===== config.mk =====
export PLATFORM = sky130hd
export DESIGN_NAME = quad_phase_det
export DESIGN_NICKNAME = d
export VERILOG_FILES = /design/src/rtl/qpd_pkg.sv /design/src/rtl/qpd_window.sv /design/src/rtl/qpd_mac.sv /design/src/rtl/qpd_cordic.sv /design/src/rtl/quad_phase_det.sv
export SDC_FILE = /design/constraint.sdc
export NUM_CORES = 2
export LEC_CHECK = 0
export ABC_AREA = 1
export BUFFER_PORTS_ARGS = -buffer_cell sky130_fd_sc_hd__buf_2
export CORE_UTILIZATION = 41
export CTS_CLUSTER_DIAMETER = 80
export DETAILED_ROUTE_END_ITERATION = 8
export GPL_ROUTABILITY_DRIVEN = 0
export SETUP_SLACK_MARGIN = 0.3
export SYNTH_ARGS = -nofsm -noshare
export SYNTH_HDL_FRONTEND = slang
export SYNTH_SLANG_ARGS = --single-unit
export TNS_END_PERCENT = 10

===== constraint.sdc =====
create_clock -name clk -period 6.75 [get_ports clk]
set_input_delay 0.675 -clock clk [delete_from_list [all_inputs] [get_ports clk]]
set_output_delay 0.675 -clock clk [all_outputs]
set_load 0.005 [all_outputs]

===== src/rtl/qpd_pkg.sv =====
package qpd_pkg;

   localparam int ANG_W   = 16;
   localparam int MUL_LAT = 3;

   localparam logic signed [ANG_W-1:0] HALF_PI_Q = 16'sd12868;
   localparam logic signed [ANG_W-1:0] PI_Q      = 16'sd25736;

   // arctan(2^-i) in radians, 13 fraction bits
   function automatic logic signed [ANG_W-1:0] atan_step(input int i);
      case (i)
         0:       return 16'sd6434;
         1:       return 16'sd3798;
         2:       return 16'sd2007;
         3:       return 16'sd1019;
         4:       return 16'sd511;
         5:       return 16'sd256;
         6:       return 16'sd128;
         7:       return 16'sd64;
         8:       return 16'sd32;
         9:       return 16'sd16;
         10:      return 16'sd8;
         11:      return 16'sd4;
         12:      return 16'sd2;
         13:      return 16'sd1;
         default: return 16'sd0;
      endcase
   endfunction

endpackage


===== src/rtl/qpd_window.sv =====
module qpd_window
   import qpd_pkg::*;
#(
   parameter int PER_W  = 12,
   parameter int NPER_W = 4
) (
   input  logic              clk,
   input  logic              rst,
   input  logic              clr,
   input  logic              in_vld,
   input  logic [PER_W-1:0]  per_len,
   input  logic [NPER_W-1:0] num_per,
   output logic              pv,
   output logic              last,
   output logic              start
);
   localparam int CNT_W = PER_W + NPER_W;

   if (MUL_LAT < 2) begin : g_bad_lat
      $error("qpd_window: multiplier latency must be at least 2");
   end

   logic [MUL_LAT-1:0] vpipe;
   logic [CNT_W-1:0]   cnt;
   logic [CNT_W-1:0]   win_len;

   assign win_len = CNT_W'(per_len) * CNT_W'(num_per);
   assign pv      = vpipe[MUL_LAT-1];
   assign last    = pv && !clr && (cnt == win_len - CNT_W'(1));

   always_ff @(posedge clk) begin
      if (rst || clr) vpipe <= '0;
      else            vpipe <= {vpipe[MUL_LAT-2:0], in_vld};
   end

   always_ff @(posedge clk) begin
      if (rst || clr)  cnt <= '0;
      else if (pv)     cnt <= last ? '0 : cnt + CNT_W'(1);
   end

   always_ff @(posedge clk) begin
      if (rst) start <= 1'b0;
      else     start <= last;
   end

   // a product reaches the accumulators three cycles after its sample
   p_mult_lat_r2: assert property (@(posedge clk) disable iff (rst || clr)
      pv |-> $past(in_vld, 3));

   // the count never runs past the programmed window
   p_cnt_bound_r3: assert property (@(posedge clk) disable iff (rst)
      (pv && !clr) |-> (cnt < win_len));

   // a conversion starts only after a product was taken in
   p_start_src_r3: assert property (@(posedge clk) disable iff (rst)
      start |-> $past(pv));

endmodule


===== src/rtl/qpd_mac.sv =====
module qpd_mac
   import qpd_pkg::*;
#(
   parameter int SAMP_W = 16,
   parameter int ACC_W  = 48
) (
   input  logic                     clk,
   input  logic                     rst,
   input  logic                     clr,
   input  logic signed [SAMP_W-1:0] a,
   input  logic signed [SAMP_W-1:0] b,
   input  logic                     pv,
   input  logic                     last,
   output logic signed [ACC_W-1:0]  sum
);
   localparam int PROD_W = 2 * SAMP_W;

   if (ACC_W < PROD_W) begin : g_bad_acc
      $error("qpd_mac: accumulator narrower than product");
   end

   logic signed [PROD_W-1:0] stg [MUL_LAT];
   logic signed [ACC_W-1:0]  acc;
   logic signed [ACC_W-1:0]  acc_nx;

   always_ff @(posedge clk) begin
      stg[0] <= PROD_W'(a) * PROD_W'(b);
      for (int k = 1; k < MUL_LAT; k++) stg[k] <= stg[k-1];
   end

   assign acc_nx = acc + ACC_W'(stg[MUL_LAT-1]);

   always_ff @(posedge clk) begin
      if (rst || clr) acc <= '0;
      else if (pv)    acc <= last ? '0 : acc_nx;
   end

   always_ff @(posedge clk) begin
      if (rst)       sum <= '0;
      else if (last) sum <= acc_nx;
   end

endmodule


===== src/rtl/qpd_cordic.sv =====
module qpd_cordic
   import qpd_pkg::*;
#(
   parameter int IN_W      = 24,
   parameter int ITER      = 16,
   parameter bit GAIN_COMP = 1'b0
) (
   input  logic                    clk,
   input  logic                    rst,
   input  logic                    start,
   input  logic signed [IN_W-1:0]  x_in,
   input  logic signed [IN_W-1:0]  y_in,
   output logic                    done,
   output logic signed [ANG_W-1:0] phase,
   output logic [IN_W+1:0]         mag
);
   localparam int XW = IN_W + 2;
   localparam int IW = (ITER > 1) ? $clog2(ITER) : 1;

   if (ITER < 4 || ITER > 16) begin : g_bad_iter
      $error("qpd_cordic: ITER must lie in 4..16");
   end
   if (IN_W < 4) begin : g_bad_w
      $error("qpd_cordic: IN_W too small");
   end

   logic signed [XW-1:0]    xe, ye, x0, y0, xr, yr, xs, ys, xn, yn, mag_fin;
   logic signed [ANG_W-1:0] z0, zr, zn, at;
   logic [IW-1:0]           it;
   logic                    busy;
   logic signed [XW-1:0]    mag_r;

   // pre-rotation into the right half plane
   always_comb begin
      xe = XW'(x_in);
      ye = XW'(y_in);
      if (xe < 0) begin
         if (ye >= 0) begin x0 = ye;  y0 = -xe; z0 = HALF_PI_Q;  end
         else         begin x0 = -ye; y0 = xe;  z0 = -HALF_PI_Q; end
      end else begin
         x0 = xe; y0 = ye; z0 = '0;
      end
   end

   // one vectoring micro-rotation
   always_comb begin
      xs = xr >>> it;
      ys = yr >>> it;
      at = atan_step(int'(it));
      if (!yr[XW-1]) begin xn = xr + ys; yn = yr - xs; zn = zr + at; end
      else           begin xn = xr - ys; yn = yr + xs; zn = zr - at; end
   end

   if (GAIN_COMP) begin : g_comp
      localparam logic signed [XW+15:0] K_INV = (XW+16)'(19898);
      logic signed [XW+15:0] scaled;
      assign scaled  = (XW+16)'(xn) * K_INV;
      assign mag_fin = XW'(scaled >>> 15);
   end else begin : g_raw
      assign mag_fin = xn;
   end

   always_ff @(posedge clk) begin
      if (rst) begin
         xr <= '0; yr <= '0; zr <= '0; it <= '0;
         busy <= 1'b0; done <= 1'b0; phase <= '0; mag_r <= '0;
      end else begin
         done <= 1'b0;
         if (start) begin
            xr <= x0; yr <= y0; zr <= z0; it <= '0; busy <= 1'b1;
         end else if (busy) begin
            xr <= xn; yr <= yn; zr <= zn; it <= it + IW'(1);
            if (it == IW'(ITER - 1)) begin
               busy  <= 1'b0;
               done  <= 1'b1;
               phase <= zn;
               mag_r <= mag_fin;
            end
         end
      end
   end

   assign mag = mag_r;

   // a window never closes while a conversion is still running
   p_start_idle_r9: assert property (@(posedge clk) disable iff (rst)
      start |-> !busy);

   // the result strobe lasts a single cycle
   p_done_pulse_r8: assert property (@(posedge clk) disable iff (rst)
      done |=> !done);

   // a result only follows a running conversion
   p_done_src_r8: assert property (@(posedge clk) disable iff (rst)
      done |-> $past(busy));

   // phase stays within plus or minus pi
   p_phase_range_r4: assert property (@(posedge clk) disable iff (rst)
      done |-> (phase >= -PI_Q - 16'sd16 && phase <= PI_Q + 16'sd16));

   // magnitude is never negative
   p_mag_pos_r6: assert property (@(posedge clk) disable iff (rst)
      done |-> !mag_r[XW-1]);

endmodule


===== src/rtl/quad_phase_det.sv =====
module quad_phase_det
   import qpd_pkg::*;
#(
   parameter int SAMP_W    = 16,
   parameter int PER_W     = 12,
   parameter int NPER_W    = 4,
   parameter int CIN_W     = 24,
   parameter int ACC_SHIFT = 24,
   parameter int ITER      = 16,
   parameter bit GAIN_COMP = 1'b0
) (
   input  logic                     clk,
   input  logic                     rst,
   input  logic                     clr,
   input  logic                     smp_vld,
   input  logic signed [SAMP_W-1:0] smp,
   input  logic signed [SAMP_W-1:0] ref_sin,
   input  logic signed [SAMP_W-1:0] ref_cos,
   input  logic [PER_W-1:0]         per_len,
   input  logic [NPER_W-1:0]        num_per,
   output logic                     done,
   output logic signed [ANG_W-1:0]  phase,
   output logic [CIN_W+1:0]         mag
);
   localparam int WIN_W = PER_W + NPER_W;
   localparam int ACC_W = 2 * SAMP_W + WIN_W;

   if (ACC_SHIFT < 0 || ACC_W - ACC_SHIFT > CIN_W) begin : g_bad_shift
      $error("quad_phase_det: ACC_SHIFT does not fit sums into CIN_W");
   end

   logic pv, last, start;
   logic signed [SAMP_W-1:0] ref_sel [2];
   logic signed [ACC_W-1:0]  sums    [2];
   logic signed [CIN_W-1:0]  cin     [2];

   assign ref_sel[0] = ref_sin;
   assign ref_sel[1] = ref_cos;

   qpd_window #(.PER_W(PER_W), .NPER_W(NPER_W)) u_win (
      .clk(clk), .rst(rst), .clr(clr), .in_vld(smp_vld),
      .per_len(per_len), .num_per(num_per),
      .pv(pv), .last(last), .start(start));

   for (genvar p = 0; p < 2; p++) begin : g_path
      qpd_mac #(.SAMP_W(SAMP_W), .ACC_W(ACC_W)) u_mac (
         .clk(clk), .rst(rst), .clr(clr), .a(smp), .b(ref_sel[p]),
         .pv(pv), .last(last), .sum(sums[p]));
      assign cin[p] = CIN_W'(sums[p] >>> ACC_SHIFT);
   end

   qpd_cordic #(.IN_W(CIN_W), .ITER(ITER), .GAIN_COMP(GAIN_COMP)) u_cordic (
      .clk(clk), .rst(rst), .start(start),
      .x_in(cin[0]), .y_in(cin[1]),
      .done(done), .phase(phase), .mag(mag));

endmodule


==> impl_metrics.csv <==
group,metric,value,unit
status,status,"finished clean",
placement,port_buffers,110,
timing,finalHoldViolations,0,
critical_path,reg2reg_to,"u_cordic.xr[17]",
global_routing,grt_antenna_before_repair,4,
critical_path,critical_path_class,"in -> reg",
critical_path,crit_slowest_cell,"fa_1",
detailed_routing,first_pass_iters,6,
logic_synthesis,syn_inst,7130,
timing,worstMarginPinSlew,1.05,ns
logic_synthesis,syn-num-nets,8116,
logic_synthesis,synth_edf_count,0,
placement,place_inst,8658,
detailed_routing,avgViaCountPerCell,5.13,
global_routing,grt_max_degree,126,
critical_path,crit_chain,"buf_2 -> buf_4 -> nand2_1 -> fa_1 -> inv_1 -> fa_1 -> fa_1 -> fa_1 -> fa_1 -> inv_1 -> fa_1 -> inv_1 -> ha_1 -> a21oi_1 -> o21ai_0 -> a21oi_1 -> nand3_1 -> nand3_1 -> nand2_1 -> a31oi_1 -> xor2_1",
logic_synthesis,avgSynthCellArea,7.22,sq um
clocking,cts_resized,0,
critical_path,crit_fanout,18,
run,max-cap-violations,0,
critical_path,ff2ff_path_depth,25,
floorplanning,die_h,356,um
timing,finalCriticalPeriod,5.80,ns
layout,area_growth,7.07,%
clocking,cts_max_level,2,
timing,slew-limit-headroom,0.302,
detailed_routing,num_vias,44900,
critical_path,crit_required,7.29,ns
global_routing,overflow,0,
layout,final_cell_mix,"nand2_1, inv_1, fa_1",
timing,rsz0062_at_grt,"false",
timing,period_share,0.860,
timing,setup_ws,0.948,ns
logic_synthesis,ys_seq_elements,485,
placement,place_ws,0.361,ns
logic_synthesis,synthTopCellsByArea,"fa_1, dfxtp_1, nand2_1",
critical_path,r2r_start,"u_cordic.it[1]",
global_routing,grt_pass1_wl,232000,um
detailed_routing,drt-total-wl,142000,um
logic_synthesis,yosysTopAreaCellShare,0.214,
logic_synthesis,ys_types,58,
global_routing,grt-busiest-layer,"met2",
layout,final_design_area_no_fill,0.0551,sq mm
floorplanning,core,0.124,sq mm
clocking,cts_tree,"done",
timing,maxClockFrequency,172,MHz
clocking,cts_root_buf,"clkbuf_16",
timing,fin_skew,0.0665,ns
critical_path,cp_common_cell,"fa_1",
detailed_routing,drtAntennaViolNets,0,
layout,final_cells,8754,
pwr,ir_worst_vdd,842,uV
logic_synthesis,async_reset_ff_frac,0,
detailed_routing,drc,0,
timing,slew_violations,0,
floorplanning,initial_core_util,0.415,
min_path,hold_class,"in -> reg",
layout,fin_util,0.444,
layout,layout_commonest_cell,"nand2_1",
pwr,power.total,25.5,mW
logic_synthesis,ys_warn_count,0,
logic_synthesis,seq_area_frac_synth,0.189,
min_path,holdPathStages,3,
timing,tns,0,ns
floorplanning,die_x,356,um
floorplanning,dieArea,0.127,sq mm
global_routing,grt_pass1_vias,44600,
clocking,postCtsHoldBufs,0,
critical_path,cp.arrival,6.34,ns
floorplanning,rows,129,
placement,dp_hpwl,113000,um
min_path,hold_end,"u_win.vpipe[0]",
critical_path,worst_setup_path_end_kind,"flip-flop",
timing,whs,0.273,ns
critical_path,max_stage_delay,0.57,ns
clocking,path_clk_slew,0.06,ns
logic_synthesis,ys.flop_type,"dfxtp_1",
layout,drive_above_1_share,0.0482,
logic_synthesis,synth.cell_area,0.0515,sq mm
critical_path,ff2ff_setup_slack,1.86,ns
detailed_routing,initialDrtViolationCount,3094,
pwr,p_leak,28.8,nW
pwr,power_density,462,mW/mm^2
global_routing,grt.total_usage,0.225,
clocking,cts.sinks,485,
clocking,cts_setup_buffers,0,
timing,finalSetupViolCount,0,
clocking,clock_latency,0.68,ns
global_routing,met2_usage,0.380,
min_path,hold_start,"smp_vld",
global_routing,grtUsageMet1,0.302,
global_routing,grt.met3_usage,0.0189,
critical_path,cp-start-kind,"primary input",
clocking,cts_made_buffers,53,
layout,layout.nets,8062,
floorplanning,ios,111,
clocking,cts_buffer_depth,3,
placement,placed_area,0.0534,sq mm
detailed_routing,wl_per_cell,16.2,um
logic_synthesis,synth_area_leader_cell,"fa_1",
-- layer usage --
| layer | part of all wire | vias to the layer above |
|---|---|---|
| li1 | - | 22200 |
| met1 | 0.46 | 21400 |
| met2 | 0.47 | 1098 |
| met3 | 0.044 | 224 |
| met4 | 0.033 | 2 |
| met5 | 0.000049 | - |
-- worst max path at each step --
stage / startpoint / end / cells after the start
final: smp[10] / g_path[0].u_mac.stg[0][29] / 21
after CTS: smp[15] / g_path[0].u_mac.stg[0][30] / 20
after global placement: smp[6] / g_path[1].u_mac.stg[0][29] / 24
after floorplan: ref_sin[6] / g_path[0].u_mac.stg[0][29] / 21
after global routing: smp[6] / g_path[0].u_mac.stg[0][24] / 23
after detailed placement: smp[6] / g_path[1].u_mac.stg[0][29] / 24
-- critical path, delay by kind of cell --
family / cells / cell delay [ns]
simple gates: 4 / 0.39
xor+xnor: 1 / 0.16
buf+inv: 5 / 0.91
fa+ha+maj: 7 / 3.37
compound gates: 4 / 0.81
-- sequential cells by signal (all words and copies together) (netlist names), 3 cells and up --
signal	flops
u_win.cnt	16
u_cordic.mag	26
u_cordic.xr	26
u_cordic.it	4
g_path.u_mac.sum	48
u_cordic.at	13
g_path.u_mac.acc	96
u_win.vpipe	3
u_cordic.yr	26
g_path.u_mac.stg	192
u_cordic.phase	16
u_cordic.zr	16
-- cells in the mapped netlist, drive strengths merged (13+ instances only) --
cell       n
o221ai    13
o21bai    29
nor2     556
clkbuf   193
dfxtp    485
a21o      33
ha       368
fa       550
nand2   1553
buf       93
xnor2    100
o21ai    337
o211ai    49
nor3      67
xor2     205
a31oi     56
nand3    503
nor4      16
inv     1322
nand4     40
a21oi    479
-- final cells by class --
class                   instances  area [sq um]
diodes                          1          2.50
clock buffers                  62          1410
clock inverters                33           327
fillers                     12700         69000
inverters                    1325          4980
multi-input cells            5034         35600
flip-flops and latches        485          9720
well taps                    1637          2050
repair buffers                177          1080
-- cells by family after synthesis --
group                    Yosys count  synth area share
adder cells (fa/ha/maj)          918             0.303
flip-flops                       485             0.189
AO/OA/AOI/OAI                   1046             0.113
AND/OR/NAND/NOR                 2764             0.222
XOR/XNOR                         306            0.0525
buffers and inverters           1611             0.121
-- report_power, final --
group	internal (mW)	switching, mW
Clock	1.60	1.30
Combinational	7.32	11.3
Sequential	3.75	0.220
(Power assumes the default switching activity.)
